## config.mk

```make
export PLATFORM = sky130hd
export DESIGN_NAME = scan_boundary_reg
export DESIGN_NICKNAME = d
export VERILOG_FILES = /design/src/rtl/sbr_pkg.sv /design/src/rtl/sbr_reset_sync.sv /design/src/rtl/sbr_next_state.sv /design/src/rtl/sbr_state_regs.sv /design/src/rtl/sbr_tdo_stage.sv /design/src/rtl/sbr_pin_mux.sv /design/src/rtl/scan_boundary_reg.sv
export SDC_FILE = /design/constraint.sdc
export NUM_CORES = 1
export LEC_CHECK = 0
export BUFFER_PORTS_ARGS = -buffer_cell sky130_fd_sc_hd__buf_2
export CORE_UTILIZATION = 50
export DETAILED_ROUTE_END_ITERATION = 12
export PLACE_DENSITY = 0.77
export SKIP_CTS_REPAIR_TIMING = 1
export SYNTH_ARGS = -nofsm -noshare
export SYNTH_HDL_FRONTEND = slang
export SYNTH_SLANG_ARGS = --single-unit
```

## constraint.sdc

```tcl
create_clock -name tck -period 1.06 [get_ports tck]
set_clock_uncertainty 0.1 [all_clocks]
set_input_delay 0.159 -clock tck [delete_from_list [all_inputs] [get_ports tck]]
set_output_delay 0.159 -clock tck [all_outputs]
set_load 0.03 [all_outputs]
```

## src/rtl/sbr_pkg.sv

```systemverilog
package sbr_pkg;

  typedef enum logic [1:0] {
    SBR_SAMPLE = 2'b00,
    SBR_PSA    = 2'b01,
    SBR_PRPG   = 2'b10,
    SBR_PSACNT = 2'b11
  } sbr_mode_e;

  // Fibonacci tap masks (bit k set => bit k feeds the XOR that enters the MSB)
  function automatic logic [31:0] tap_mask(input int unsigned width);
    logic [31:0] m;
    case (width)
      4:       m = 32'h0000_0003;
      6:       m = 32'h0000_0003;
      8:       m = 32'h0000_001D;
      10:      m = 32'h0000_0009;
      12:      m = 32'h0000_0107;
      16:      m = 32'h0000_002D;
      24:      m = 32'h0000_0087;
      32:      m = 32'hC000_0401;
      default: m = 32'h0000_0003;
    endcase
    return m;
  endfunction

endpackage

```

## src/rtl/sbr_reset_sync.sv

```systemverilog
module sbr_reset_sync (
  input  logic clk,
  input  logic arst_n,
  output logic rst_n
);
  logic [1:0] sync_q;

  always_ff @(posedge clk or negedge arst_n) begin
    if (!arst_n) sync_q <= 2'b00;
    else         sync_q <= {sync_q[0], 1'b1};
  end

  assign rst_n = sync_q[1];
endmodule

```

## src/rtl/sbr_next_state.sv

```systemverilog
module sbr_next_state
  import sbr_pkg::*;
#(
  parameter int N_IN  = 8,
  parameter int N_OUT = 8,
  localparam int W    = N_IN + N_OUT
) (
  input  logic [W-1:0]     sreg,
  input  logic [W-1:0]     upd,
  input  logic             capture_en,
  input  logic             shift_en,
  input  logic             update_en,
  input  logic             run_en,
  input  logic [1:0]       mode,
  input  logic             tdi,
  input  logic [N_IN-1:0]  pin_in,
  input  logic [N_OUT-1:0] pad_obs,
  output logic [W-1:0]     sreg_nxt,
  output logic             sreg_we,
  output logic [W-1:0]     upd_nxt,
  output logic             upd_we
);
  localparam logic [31:0] TAPS_W = tap_mask(W);
  localparam logic [31:0] TAPS_I = tap_mask(N_IN);
  localparam logic [W-1:0]    MASK_W = TAPS_W[W-1:0];
  localparam logic [N_IN-1:0] MASK_I = TAPS_I[N_IN-1:0];
  localparam logic [N_OUT-1:0] ONE_O = N_OUT'(1);

  sbr_mode_e       mode_e;
  logic [W-1:0]    lfsr_full;
  logic [N_IN-1:0] lfsr_low;
  logic [N_OUT-1:0] cnt_nxt;
  logic            run_act;

  assign mode_e  = sbr_mode_e'(mode);
  assign run_act = run_en && !capture_en && !shift_en;

  always_comb begin
    lfsr_full = {^(sreg & MASK_W), sreg[W-1:1]};
    lfsr_low  = {^(sreg[N_IN-1:0] & MASK_I), sreg[N_IN-1:1]};
    cnt_nxt   = sreg[W-1:N_IN] + ONE_O;
  end

  always_comb begin
    sreg_nxt = sreg;
    sreg_we  = 1'b0;
    upd_nxt  = upd;
    upd_we   = 1'b0;
    if (capture_en) begin
      sreg_nxt = {pad_obs, pin_in};
      sreg_we  = 1'b1;
    end else if (shift_en) begin
      sreg_nxt = {tdi, sreg[W-1:1]};
      sreg_we  = 1'b1;
    end else if (run_act) begin
      case (mode_e)
        SBR_PSA: begin
          sreg_nxt = lfsr_full ^ {{N_OUT{1'b0}}, pin_in};
          sreg_we  = 1'b1;
        end
        SBR_PRPG: begin
          sreg_nxt = lfsr_full;
          sreg_we  = 1'b1;
          upd_nxt  = lfsr_full;
          upd_we   = 1'b1;
        end
        SBR_PSACNT: begin
          sreg_nxt = {cnt_nxt, lfsr_low ^ pin_in};
          sreg_we  = 1'b1;
          upd_nxt  = {cnt_nxt, upd[N_IN-1:0]};
          upd_we   = 1'b1;
        end
        default: ;
      endcase
    end
    if (update_en) begin
      upd_nxt = sreg;
      upd_we  = 1'b1;
    end
  end
endmodule

```

## src/rtl/sbr_state_regs.sv

```systemverilog
module sbr_state_regs #(
  parameter int W = 16
) (
  input  logic         clk,
  input  logic         rst_n,
  input  logic [W-1:0] sreg_nxt,
  input  logic         sreg_we,
  input  logic [W-1:0] upd_nxt,
  input  logic         upd_we,
  output logic [W-1:0] sreg,
  output logic [W-1:0] upd
);
  always_ff @(posedge clk or negedge rst_n) begin
    if (!rst_n)       sreg <= '0;
    else if (sreg_we) sreg <= sreg_nxt;
  end

  always_ff @(posedge clk or negedge rst_n) begin
    if (!rst_n)      upd <= '0;
    else if (upd_we) upd <= upd_nxt;
  end
endmodule

```

## src/rtl/sbr_tdo_stage.sv

```systemverilog
module sbr_tdo_stage (
  input  logic clk,
  input  logic rst_n,
  input  logic lsb,
  output logic tdo
);
  always_ff @(negedge clk or negedge rst_n) begin
    if (!rst_n) tdo <= 1'b0;
    else        tdo <= lsb;
  end
endmodule

```

## src/rtl/sbr_pin_mux.sv

```systemverilog
module sbr_pin_mux #(
  parameter int N_IN  = 8,
  parameter int N_OUT = 8,
  localparam int W    = N_IN + N_OUT
) (
  input  logic             test_mode,
  input  logic [W-1:0]     upd,
  input  logic [N_IN-1:0]  pin_in,
  input  logic [N_OUT-1:0] core_out,
  output logic [N_IN-1:0]  core_in,
  output logic [N_OUT-1:0] pad_out
);
  for (genvar i = 0; i < N_IN; i++) begin : g_in_cell
    assign core_in[i] = test_mode ? upd[i] : pin_in[i];
  end
  for (genvar j = 0; j < N_OUT; j++) begin : g_out_cell
    assign pad_out[j] = test_mode ? upd[N_IN+j] : core_out[j];
  end
endmodule

```

## src/rtl/scan_boundary_reg.sv

```systemverilog
module scan_boundary_reg #(
  parameter int N_IN  = 8,
  parameter int N_OUT = 8
) (
  input  logic             tck,
  input  logic             trst_n,
  input  logic             test_mode,
  input  logic             capture_en,
  input  logic             shift_en,
  input  logic             update_en,
  input  logic             run_en,
  input  logic [1:0]       mode,
  input  logic             tdi,
  output logic             tdo,
  input  logic [N_IN-1:0]  pin_in,
  output logic [N_IN-1:0]  core_in,
  input  logic [N_OUT-1:0] core_out,
  output logic [N_OUT-1:0] pad_out
);
  localparam int W = N_IN + N_OUT;
  localparam logic [N_OUT-1:0] ONE_O = N_OUT'(1);

  logic         rst_n;
  logic [W-1:0] sreg, upd, sreg_nxt, upd_nxt;
  logic         sreg_we, upd_we;

  sbr_reset_sync u_rst (.clk(tck), .arst_n(trst_n), .rst_n(rst_n));

  sbr_next_state #(.N_IN(N_IN), .N_OUT(N_OUT)) u_next (
    .sreg(sreg), .upd(upd), .capture_en(capture_en), .shift_en(shift_en),
    .update_en(update_en), .run_en(run_en), .mode(mode), .tdi(tdi),
    .pin_in(pin_in), .pad_obs(pad_out), .sreg_nxt(sreg_nxt),
    .sreg_we(sreg_we), .upd_nxt(upd_nxt), .upd_we(upd_we)
  );

  sbr_state_regs #(.W(W)) u_regs (
    .clk(tck), .rst_n(rst_n), .sreg_nxt(sreg_nxt), .sreg_we(sreg_we),
    .upd_nxt(upd_nxt), .upd_we(upd_we), .sreg(sreg), .upd(upd)
  );

  sbr_tdo_stage u_tdo (.clk(tck), .rst_n(rst_n), .lsb(sreg[0]), .tdo(tdo));

  sbr_pin_mux #(.N_IN(N_IN), .N_OUT(N_OUT)) u_mux (
    .test_mode(test_mode), .upd(upd), .pin_in(pin_in), .core_out(core_out),
    .core_in(core_in), .pad_out(pad_out)
  );

  // serial output follows chain bit 0 from the last falling edge
  p_tdo_lsb_r4: assert property (@(posedge tck) disable iff (!rst_n)
    tdo == sreg[0]);

  // shift moves every bit one place toward tdo
  p_shift_move_r4: assert property (@(posedge tck) disable iff (!rst_n)
    (shift_en && !capture_en) |=> sreg[W-2:0] == $past(sreg[W-1:1]));

  // capture loads pin values into the input cells
  p_capture_in_r3: assert property (@(posedge tck) disable iff (!rst_n)
    capture_en |=> sreg[N_IN-1:0] == $past(pin_in));

  // update copies the chain into the latches
  p_update_copy_r5: assert property (@(posedge tck) disable iff (!rst_n)
    update_en |=> upd == $past(sreg));

  // the output half counts by one in split mode
  p_count_step_r9: assert property (@(posedge tck) disable iff (!rst_n)
    (run_en && mode == 2'b11 && !capture_en && !shift_en)
      |=> sreg[W-1:N_IN] == $past(sreg[W-1:N_IN]) + ONE_O);

  // a sample-mode run leaves the state alone
  p_sample_idle_r10: assert property (@(posedge tck) disable iff (!rst_n)
    (run_en && mode == 2'b00 && !capture_en && !shift_en && !update_en)
      |=> ($stable(sreg) && $stable(upd)));
endmodule

```

==> metrics.md, run 1 <==
| Metric | Value |
|---|---|
| Layout Nets | 383 |
| Reg2reg start | u_regs.sreg[0] |
| IO buf count | 42 |
| Die X | 69.88 µm |
| TritonCTS clock tree | built |
| Clk_lat worst skew | 0.30 ns |
| Hold Path Stages | 3 |
| Pin count of the biggest net entering global routing | 22 |
| Share of the yosys chip area belonging to registers | 38.02% |
| Die height | 69.88 µm |
| Status | finished with violations |
| CP max stage delay | 0.45 ns |
| Ys Warns | 0 |
| Power, Total | 5.226 mW |
| Critical-path cell list | xnor3_2 > xnor2_1 > o211a_1 > o31a_1 |
| Cell count after synthesis | 253 |
| Placed Cells | 387 |
| Violated checks | negative setup slack |
| Hpwl dp | 5.128 mm |
| Die area | 0.004883 mm² |
| Final Non-Filler Cells | 409 |
| Initial antenna violation count | 0 |
| VDD IR-drop max | 0.001134 V |
| Post-layout util | 83.45% |
| Fin crit share | 167.6% |
| Synthesized netlist net count | 280 |
| Lkg Pwr | 1.672 nW |
| Crit start category | register |
| Final setup violation count | 43 |
| Total GRT Usage | 29.92% |
| Post-synth EDFFs | 0 |
| Max cap viols | 0 |
| Hold Vio Cnt, Final | 0 |
| Maximum operating frequency | 562.8 MHz |
| Post-synth top area cell | dfrtp_1 |
| Flip-flop and latch area | 884.6 µm² |
| Clock transition at path regs | 0.08 ns |
| Root Driver | clkbuf_8 |
| Post-synth ARST share | 100.0% |
| Drt drc | 0 |
| Slew Limit Fails | 0 |
| Total grt overflow | 0 |
| Hold Crit Class | primary input to register |
| Avg Synthesized Cell Area | 9.105 µm² |
| Remaining antenna violation count | 0 |
| Vias in the first global route | 2424 |
| Area occupied by multi-input gates | 0.001594 mm² |
| Crit path max-delay family | XOR/XNOR gates |
| Ports | 43 |
| First-pass GRT wire length | 11.43 mm |
| Diodes inserted | 0 |
| Power Dens Cells | 1429 mW/mm² |
| Hold path startpoint | pin_in[1] |
| # fillers | 244 |
| Crit. End Element | register |
| Area Growth Syn to Fin | 58.83% |
| H-tree levels | 2 |
| Hold Path Sink | u_regs.sreg[1] |
| Num rows | 24 |
| Synth cell types | 47 |
| DRT iter0 DRCs | 403 |
| Starting Density | 52.54% |
| Core Area | 0.004384 mm² |
| Main flop type after synthesis | dfrtp_1 |
| Crit-path max FO | 2 |
| RSZ-0062 raised after global routing | yes |
| Drt first pass iters | 5 |
| Routability cong. | 0.9787 |
| WL final | 8.554 mm |
| Vias/cell | 6.443 |
| Post-synth top area share | 36.94% |
| Final min period | 1.777 ns |
| Flops & latches, synth | 35 |
| Maximum buffer depth of the clock tree | 2 |
| CP max stage cell | xnor3_2 |
| CTS sink cnt | 35 |
| Crit path buf inv count | 0 |
| Vias after detailed routing | 2635 |
| Cts bufs inserted | 5 |
| Synth top area cells | dfrtp_1 37%, mux2_2 7.8%, mux2i_1 3.9% |
| Synth Cell Area | 0.002303 mm² |
| Reg2Reg Depth | 4 |
| Critical path type | register to register |
| Req. time, crit path | 1.15 ns |
| R2R setup slack | -0.72 ns |
| Worst reg2reg endpoint | u_regs.sreg[7] |
| Layout cells sized above 1 | 53.22% |
| Worst setup margin | -0.7168 ns |
| Routed WL per cell | 20.91 µm |
| Worst EP arrival | 1.86 ns |
## kinds of logic (layout without fill, tap and decap cells)
| family | count (synthesis) | count (layout) | synth area share, % |
|---|---|---|---|
| mux | 25 | 25 | 11.73 |
| flops | 35 | 35 | 38.02 |
| compound gates | 86 | 87 | 26.56 |
| xor+xnor | 6 | 6 | 2.933 |
| other cells | 1 | 1 | 0.1628 |
| simple gates | 66 | 66 | 13.74 |
| fa+ha+maj | 1 | 1 | 0.5431 |
| buf+inv | 33 | 136 | 6.301 |
## cell usage in the layout (no fill, tap or decap), types with 10 or more instances in the layout
cell      count
a31oi_1      11
buf_2        21
buf_4        63
buf_6        25
dfrtp_1      29
mux2_4       16
nand2_1      20
nor2_1       19
o211ai_1     10
o21ai_1      11
## final cells by class
class | count | area share, %
Multi-Input combinational cell | 186 | 43.57
Timing Repair Buffer | 117 | 26.98
Sequential cell | 35 | 24.18
Clock buffer | 7 | 2.086
Tap cell | 52 | 1.778
Inverter | 11 | 1.265
Clock inverter | 1 | 0.1368
## metal layers
layer,GRT usage [%],part of all wire [%]
met1,41.09,42
met2,45.62,47
met3,6.782,9.1
met4,12.44,2.2
met5,0,0
## where the power goes
part / internal, mW / leakage [nW] / switching [mW]
registers: 1.56 / 0.413 / 0.222
clock network: 0.462 / 0.0422 / 0.528
logic: 1.27 / 1.22 / 1.18
total: 3.29 / 1.67 / 1.94
## state kept, by name (all words and copies together) (netlist names)
signal,flops
u_regs.sreg,16
u_regs.upd,16
u_rst.sync_q,2
u_tdo.tdo,1
## cells in the mapped netlist, types with 2 or more instances
cell       instances
a211oi_1           5
a22oi_1            2
o221ai_1           2
inv_1             11
nand2_1           24
a21oi_1           10
a211o_1            9
o211ai_1          10
o21ai_0           18
buf_2             10
mux2i_1            9
a2bb2oi_1          3
dfrtp_1           34
xnor2_1            4
clkbuf_1           9
nor2_1            20
nand3_1            6
buf_4              2
and3_1             6
o41ai_2            2
and2_1             2
a31oi_1           11
mux2_2            16
a21o_1             4
or3_1              2
## tightest hold or removal path, delay by kind of cell
family / cells / cell delay [ns]
compound gates: 2 / 0.18
buf+inv: 1 / 0.11
## worst max path at each step
stage / start / to / depth (start not counted)
final: u_regs.sreg[0] / u_regs.sreg[7] / 4
after global routing: u_regs.sreg[0] / u_regs.sreg[7] / 4
after CTS: u_regs.sreg[0] / u_regs.sreg[7] / 4
after detailed placement: u_regs.sreg[0] / u_regs.sreg[7] / 4
after global placement: u_regs.sreg[0] / u_regs.sreg[7] / 4
after floorplan: u_regs.sreg[0] / u_regs.sreg[7] / 4
## metrics by stage
stage	TNS [ns]	instance area [µm²]	setup slack (ns)	hold WS (ns)
after floorplan	-6.400	2566	-0.5567	-0.2366
after global placement	-13.81	3153	-0.5180	-0.1541
after detailed placement	-14.94	3153	-0.5560	-0.1524
after CTS	-13.54	3234	-0.6043	-0.4649
after global routing	-14.69	3659	-0.7471	0.09446
final	-13.02	3659	-0.7168	0.08237
Power figures use the tool's default switching activity.
==> run 2: changes to the inputs <==
CORE_UTILIZATION = 52   (was 50)
CTS_BUF_LIST = sky130_fd_sc_hd__clkbuf_4 sky130_fd_sc_hd__clkbuf_8   (was not set)
PLACE_DENSITY = 0.79   (was 0.77)
==> metrics.md, run 2 (synthesis gave the netlist of run 1 again) <==
| Metric | Value |
|---|---|
| Num rows | 23 (was 24) |
| Total grt overflow | 0 (unchanged) |
| Commonest non-fill, non-tap cells in the layout | 60 x buf_4, 30 x buf_6, 28 x dfrtp_1 (was 63 x buf_4, 29 x dfrtp_1, 25 x buf_6) |
| Fin crit share | 160.1% (was 167.6%) |
| Crit path buf inv count | 0 (unchanged) |
| Pre-CTS setup slack | -0.5651 ns (was -0.5560 ns) |
| Worst reg2reg endpoint | u_regs.sreg[14] (was u_regs.sreg[7]) |
| Clock transition at path regs | 0.08 ns (about the same) |
| Reg2reg start | u_regs.sreg[12] (was u_regs.sreg[0]) |
| Critical path type | register to register (unchanged) |
| Ports | 43 (unchanged) |
| CP max stage cell | dfrtp_1 (was xnor3_2) |
| Fraction of power consumed by the clock network | 25.2% (was 19.0%) |
| Crit path max-delay family | simple AND/OR/NAND/NOR gates (was XOR/XNOR gates) |
| Crit start category | register (unchanged) |
| Vias after detailed routing | 2906 (was 2635) |
| Layout Nets | 386 (was 383) |
| Core Area | 0.004115 mm² (was 0.004384 mm²) |
| Maximum buffer depth of the clock tree | 2 (unchanged) |
| Drt first pass iters | 7 (was 5) |
| Worst setup margin | -0.6372 ns (was -0.7168 ns) |
| Hold Crit Class | primary input to async pin (was primary input to register) |
| Final setup violation count | 48 (was 43) |
| IO buf count | 42 (unchanged) |
| Routed WL per cell | 25.84 µm (was 20.91 µm) |
| Sequential share of power | 29.7% (was 34.1%) |
| Maximum operating frequency | 589.2 MHz (was 562.8 MHz) |
| Max cap viols | 0 (unchanged) |
| Cell Int Power | 3.875 mW (was 3.291 mW) |
| TritonCTS clock tree | built (unchanged) |
| Routability cong. | 0.8832 (was 0.9787) |
| Remaining antenna violation count | 0 (unchanged) |
| WL met1 | 3.786 mm (was 3.564 mm) |
| Area Growth Syn to Fin | 66.43% (was 58.83%) |
| Die X | 68.56 µm (was 69.88 µm) |
| Total GRT Usage | 32.97% (was 29.92%) |
| WL final | 10.60 mm (was 8.554 mm) |
| Switch Pwr | 2.144 mW (was 1.935 mW) |
| Diodes inserted | 0 (unchanged) |
| Layout cells sized above 1 | 55.28% (was 53.22%) |
| Sw Ratio | 35.62% (was 37.03%) |
| Starting Density | 55.97% (was 52.54%) |
| CTS sink cnt | 35 (unchanged) |
| Met3 WL post-DR | 1.243 mm (was 775 µm) |
| Finished Cell Area | 0.003834 mm² (was 0.003659 mm²) |
| Pin count of the biggest net entering global routing | 20 (was 22) |
| # fillers | 125 (was 244) |
| Comb pwr share | 45.1% (was 47.0%) |
| Max layer used | met4 (unchanged) |
| Placed Area | 0.003120 mm² (was 0.003153 mm²) |
| Critical-path cell list | nand3_1 > or3_1 > and3_1 > o41ai_2 (was xnor3_2 > xnor2_1 > o211a_1 > o31a_1) |
| Die area | 0.004700 mm² (was 0.004883 mm²) |
| CP max stage delay | 0.44 ns (was 0.45 ns) |
| Largest regs | u_regs.sreg (16), u_regs.upd (16), u_rst.sync_q (2) (unchanged) |
| Drt drc | 0 (unchanged) |
| Reg2Reg Depth | 4 (unchanged) |
| Status | finished with violations (unchanged) |
| Hpwl dp | 4.886 mm (was 5.128 mm) |
| Initial antenna violation count | 0 (unchanged) |
| First-pass GRT wire length | 11.01 mm (was 11.43 mm) |
| R2R setup slack | -0.64 ns (was -0.72 ns) |
| Root Driver | clkbuf_8 (unchanged) |
| Power Dens Cells | 1570 mW/mm² (was 1429 mW/mm²) |
| Lkg Pwr | 1.733 nW (was 1.672 nW) |
| Req. time, crit path | 1.15 ns (about the same) |
| Final min period | 1.697 ns (was 1.777 ns) |
| Final setup TNS | -14.32 ns (was -13.02 ns) |
| RSZ-0062 raised after global routing | yes (unchanged) |
| Slew Limit Fails | 0 (unchanged) |
| DRT iter0 DRCs | 543 (was 403) |
| Vias/cell | 7.088 (was 6.443) |
| Crit. End Element | register (unchanged) |
| VDD IR-drop max | 0.001362 V (was 0.001134 V) |
| Worst EP arrival | 1.78 ns (was 1.86 ns) |
| Hold slack | 0.07058 ns (was 0.08237 ns) |
| Violated checks | negative setup slack (unchanged) |
| Cts bufs inserted | 5 (unchanged) |
| Die height | 68.56 µm (was 69.88 µm) |
| H-tree levels | 2 (unchanged) |
| Hold Vio Cnt, Final | 0 (unchanged) |
| Crit-path max FO | 4 (was 2) |
| Commonest non-fill, non-tap cell in the layout | buf_4 (unchanged) |
| Vias in the first global route | 2324 (was 2424) |
| Clk_lat worst skew | 0.31 ns (was 0.30 ns) |
| Met2 WL post-DR | 4.766 mm (was 4.026 mm) |
run 2: changes by cell type in the layout (fill, tap and decap cells not counted), sizes merged:
cell	before	now
buf	115	117
bufinv	0	2
clkinv	1	0
clkinvlp	0	1
inv	11	10
run 2: stage by stage:
step	power [mW]	utilization, %	std cells
after floorplan	2.976	-	253
after global placement	3.551	75.83	381
after detailed placement	3.614	75.83	381
after CTS	5.119	79.14	389
after global routing	6.182	93.16	410
final	6.019	93.16	410
run 2: how the worst max path moves through the flow:
stage / start / slack (ns) / end / cells past startpoint
6_report: u_regs.sreg[12] / -0.64 / u_regs.sreg[14] / 4
5_1_grt: u_regs.sreg[12] / -0.87 / u_regs.sreg[14] / 4
4_1_cts: u_tdo.tdo / -0.60 / tdo / 1
3_5_place_dp: u_regs.sreg[0] / -0.57 / u_regs.sreg[15] / 5
3_3_place_gp: u_regs.sreg[0] / -0.51 / u_regs.sreg[7] / 4
2_1_floorplan: u_regs.sreg[0] / -0.56 / u_regs.sreg[7] / 4
run 2: area by class of cell:
class                      instances  area, µm²  area share [%]
tap                               50      62.56           1.632
clock inverter                     2      60.06           1.567
inverter                          11      45.04           1.175
clock buffer                       6      76.32           1.991
multi-input combinational        186       1653           43.11
sequential                        35      885.9           23.11
timing repair buffer             120       1051           27.42
run 2: worst register-to-register path: cells and delay by family, from the launching register on:
family,cells,cell delay [ns]
AOI/OAI and AO/OA,1,0.26
DFF,1,0.44
and+or+nand+nor,3,0.79
run 2: power groups by stage:
stage	clock, mW	combinational, mW	sequential (mW)
floorplan	0	1.23	1.74
global placement	0	1.82	1.73
detailed placement	0	1.87	1.75
CTS	1.49	1.90	1.72
global route	1.56	2.83	1.79
finish	1.52	2.71	1.79
run 2: per-layer routing:
metal	global-route usage [%]	vias to the layer above
li1	-	1143
met1	43.36	1355
met2	53.06	293
met3	6.086	115
met4	13.80	0
met5	0	-
==> run 3: changes to the inputs <==
--- a/config.mk
+++ b/config.mk
@@ -7,7 +7,8 @@
 export LEC_CHECK = 0
+export ABC_AREA = 1
 export BUFFER_PORTS_ARGS = -buffer_cell sky130_fd_sc_hd__buf_2
-export CORE_UTILIZATION = 52
+export CORE_UTILIZATION = 55
 export CTS_BUF_LIST = sky130_fd_sc_hd__clkbuf_4 sky130_fd_sc_hd__clkbuf_8
 export DETAILED_ROUTE_END_ITERATION = 12
-export PLACE_DENSITY = 0.79
+export PLACE_DENSITY = 0.8
 export SKIP_CTS_REPAIR_TIMING = 1
==> constraint.sdc (replaced) <==
create_clock -name tck -period 1.84 [get_ports tck]
set_clock_uncertainty 0.1 [all_clocks]
set_input_delay 0.368 -clock tck [delete_from_list [all_inputs] [get_ports tck]]
set_output_delay 0.368 -clock tck [all_outputs]
set_load 0.03 [all_outputs]
==> metrics.md, run 3 <==
| Metric | Value |
|---|---|
| Core Area | 0.003799 mm² (was 0.004115 mm²) |
| Final setup TNS | -0.3631 ns (was -14.32 ns) |
| Ports | 43 (unchanged) |
| Root Driver | clkbuf_8 (unchanged) |
| DRT iter0 DRCs | 308 (was 543) |
| Area Growth Syn to Fin | 16.86% (was 66.43%) |
| RSZ-0062 raised after global routing | yes (unchanged) |
| Vias after detailed routing | 2274 (was 2906) |
| Remaining antenna violation count | 0 (unchanged) |
| Pre-CTS setup slack | -0.09378 ns (was -0.5651 ns) |
| Clock transition at path regs | 0.07 ns (was 0.08 ns) |
| Clk_lat worst skew | 0.29 ns (was 0.31 ns) |
| Hold Vio Cnt, Final | 0 (unchanged) |
| Most frequent cell after synthesis | nand2_1 (was dfrtp_1) |
| Total grt overflow | 0 (unchanged) |
| Commonest non-fill, non-tap cell in the layout | nand2_1 (was buf_4) |
| Layout Nets | 393 (was 386) |
| Commonest non-fill, non-tap cells in the layout | 127 x nand2_1, 41 x buf_2, 33 x dfrtp_1 (was 60 x buf_4, 30 x buf_6, 28 x dfrtp_1) |
| Cts bufs inserted | 5 (unchanged) |
| Post-synth top cells | 127 x nand2_1, 34 x dfrtp_1, 25 x inv_1, 22 x nand3_1, 14 x o21ai_0 (was 34 x dfrtp_1, 24 x nand2_1, 20 x nor2_1, 18 x o21ai_0, 16 x mux2_2) |
| Vias in the first global route | 2113 (was 2324) |
| Violated checks | negative setup slack (unchanged) |
| Req. time, crit path | 1.37 ns (was 1.15 ns) |
| VDD IR-drop max | 0.0006048 V (was 0.001362 V) |
| Area occupied by multi-input gates | 0.001179 mm² (was 0.001653 mm²) |
| Maximum buffer depth of the clock tree | 2 (unchanged) |
| Crit. End Element | output pin (was register) |
| Final setup violation count | 1 (was 48) |
| H-tree levels | 2 (unchanged) |
| Synth cell types | 32 (was 47) |
| Crit path max-delay family | flip-flops (was simple AND/OR/NAND/NOR gates) |
| Drt drc | 0 (unchanged) |
| Largest regs | u_regs.sreg (16), u_regs.upd (16), u_rst.sync_q (2) (unchanged) |
| Die area | 0.004347 mm² (was 0.004700 mm²) |
| Gr busiest metal | met2 (unchanged) |
| First-pass GRT wire length | 9.556 mm (was 11.01 mm) |
| Post-synth ARST share | 100.0% (unchanged) |
| Die height | 65.94 µm (was 68.56 µm) |
| Routability cong. | 0.8598 (was 0.8832) |
| Hold slack | 0.2496 ns (was 0.07058 ns) |
| Synthesized netlist net count | 344 (was 280) |
| Met3 Use GR | 5.690% (was 6.086%) |
| Lkg Pwr | 1.384 nW (was 1.733 nW) |
| Crit-path max FO | 1 (was 4) |
| Worst setup margin | -0.3631 ns (was -0.6372 ns) |
| Critical-path cell list | buf_6 (was nand3_1 > or3_1 > and3_1 > o41ai_2) |
| CP max stage delay | 0.40 ns (was 0.44 ns) |
| Routed WL per cell | 13.43 µm (was 25.84 µm) |
| Crit path buf inv count | 1 (was 0) |
| Initial antenna violation count | 0 (unchanged) |
| Post-synth top area share | 37.84% (was 36.94%) |
| Reg2reg start | u_regs.sreg[9] (was u_regs.sreg[12]) |
| Die X | 65.94 µm (was 68.56 µm) |
| # fillers | 332 (was 125) |
| Critical path type | register to output pin (was register to register) |
| Met1 usage | 36.66% (was 43.36%) |
| Flops & latches, synth | 35 (unchanged) |
| Max cap viols | 0 (unchanged) |
| Worst EP arrival | 1.74 ns (was 1.78 ns) |
| Cell count after synthesis | 317 (was 253) |
| Vias/cell | 5.480 (was 7.088) |
| Synth top area cells | dfrtp_1 38%, nand2_1 21%, nand3_1 4.9% (was dfrtp_1 37%, mux2_2 7.8%, mux2i_1 3.9%) |
| Share of the yosys chip area belonging to registers | 38.95% (was 38.02%) |
| Layout cells sized above 1 | 22.89% (was 55.28%) |
| Worst reg2reg endpoint | u_regs.sreg[12] (was u_regs.sreg[14]) |
| IO buf count | 42 (unchanged) |
| Hpwl dp | 4.061 mm (was 4.886 mm) |
| Status | finished with violations (unchanged) |
| Power Dens Cells | 875.3 mW/mm² (was 1570 mW/mm²) |
| Num rows | 22 (was 23) |
| Post-synth EDFFs | 0 (unchanged) |
| Ys Warns | 0 (unchanged) |
| Diodes inserted | 0 (unchanged) |
| CTS sink cnt | 35 (unchanged) |
| Slew Limit Fails | 0 (unchanged) |
| Reg2Reg Depth | 8 (was 4) |
| Avg Synthesized Cell Area | 7.093 µm² (was 9.105 µm²) |
| Post-synth top area cell | dfrtp_1 (unchanged) |
| CP max stage cell | dfrtn_1 (was dfrtp_1) |
| R2R setup slack | 0.15 ns (was -0.64 ns) |
| Starting Density | 59.19% (was 55.97%) |
| Flip-flop and latch area | 877.1 µm² (was 885.9 µm²) |
| Total GRT Usage | 29.34% (was 32.97%) |
| TritonCTS clock tree | built (unchanged) |
| Crit start category | register (unchanged) |
| WL final | 5.573 mm (was 10.60 mm) |
| Main flop type after synthesis | dfrtp_1 (unchanged) |
| Synth Cell Area | 0.002248 mm² (was 0.002303 mm²) |
| Drt first pass iters | 5 (was 7) |
| Hold Crit Class | register to async pin (was primary input to async pin) |
| GRT met2 Usage | 49.23% (was 53.06%) |
| Power, Total | 2.300 mW (was 6.019 mW) |
| Pin count of the biggest net entering global routing | 33 (was 20) |
[run 3: report_power, final]
part / switching [mW] / leakage [nW] / internal (mW)
Clock: 0.274 / 0.0491 / 0.295
Combinational: 0.471 / 0.911 / 0.255
Sequential: 0.106 / 0.424 / 0.900
Total: 0.850 / 1.38 / 1.45
[run 3: how the worst max path moves through the flow]
stage,from,endpoint,cells after the start
2_1_floorplan,u_tdo.tdo,tdo,0
3_3_place_gp,u_tdo.tdo,tdo,1
3_5_place_dp,u_tdo.tdo,tdo,1
4_1_cts,u_tdo.tdo,tdo,1
5_1_grt,u_tdo.tdo,tdo,1
6_report,u_tdo.tdo,tdo,1
[run 3: final cells by class]
type	instances	share of cell area, %
Inverter	34	4.905
Clock buffer	7	3.190
Multi-Input combinational cell	238	44.86
Tap cell	48	2.286
Clock inverter	1	0.1905
Sequential cell	35	33.38
Timing Repair Buffer	52	11.19
[run 3: metal layers]
layer	up-vias	part of all wire (%)
li1	1126	-
met1	1067	43
met2	75	50
met3	6	6.1
met4	0	1.3
met5	-	0
[run 3: through the flow]
stage | instance area [µm²] | util, % | cells
after floorplan | 2250 | - | 317
after global placement | 2522 | 66.40 | 406
after detailed placement | 2522 | 66.40 | 406
after CTS | 2611 | 68.74 | 414
after global routing | 2628 | 69.17 | 415
final | 2628 | 69.17 | 415
[run 3: cell families after synthesis]
group                      count (synthesis)  share of synthesized area (%)
AOI/OAI and AO/OA                         52                          14.86
xor gates and xnor gates                   7                          2.727
adders and majority gates                  1                         0.5564
buffers and inverters                     44                          8.625
DFF                                       35                          38.95
other                                      1                         0.1668
and+or+nand+nor                          177                          34.11
[run 3: worst register-to-register path, stage by stage, from the launching register on]
cell and delay, ns:
dfrtp_1 0.47, ha_1 0.25, nand3_2 0.11, nor2_2 0.14, nor2_1 0.07, a21boi_2 0.15
o21ai_1 0.08, o21bai_1 0.14, nand2_1 0.07
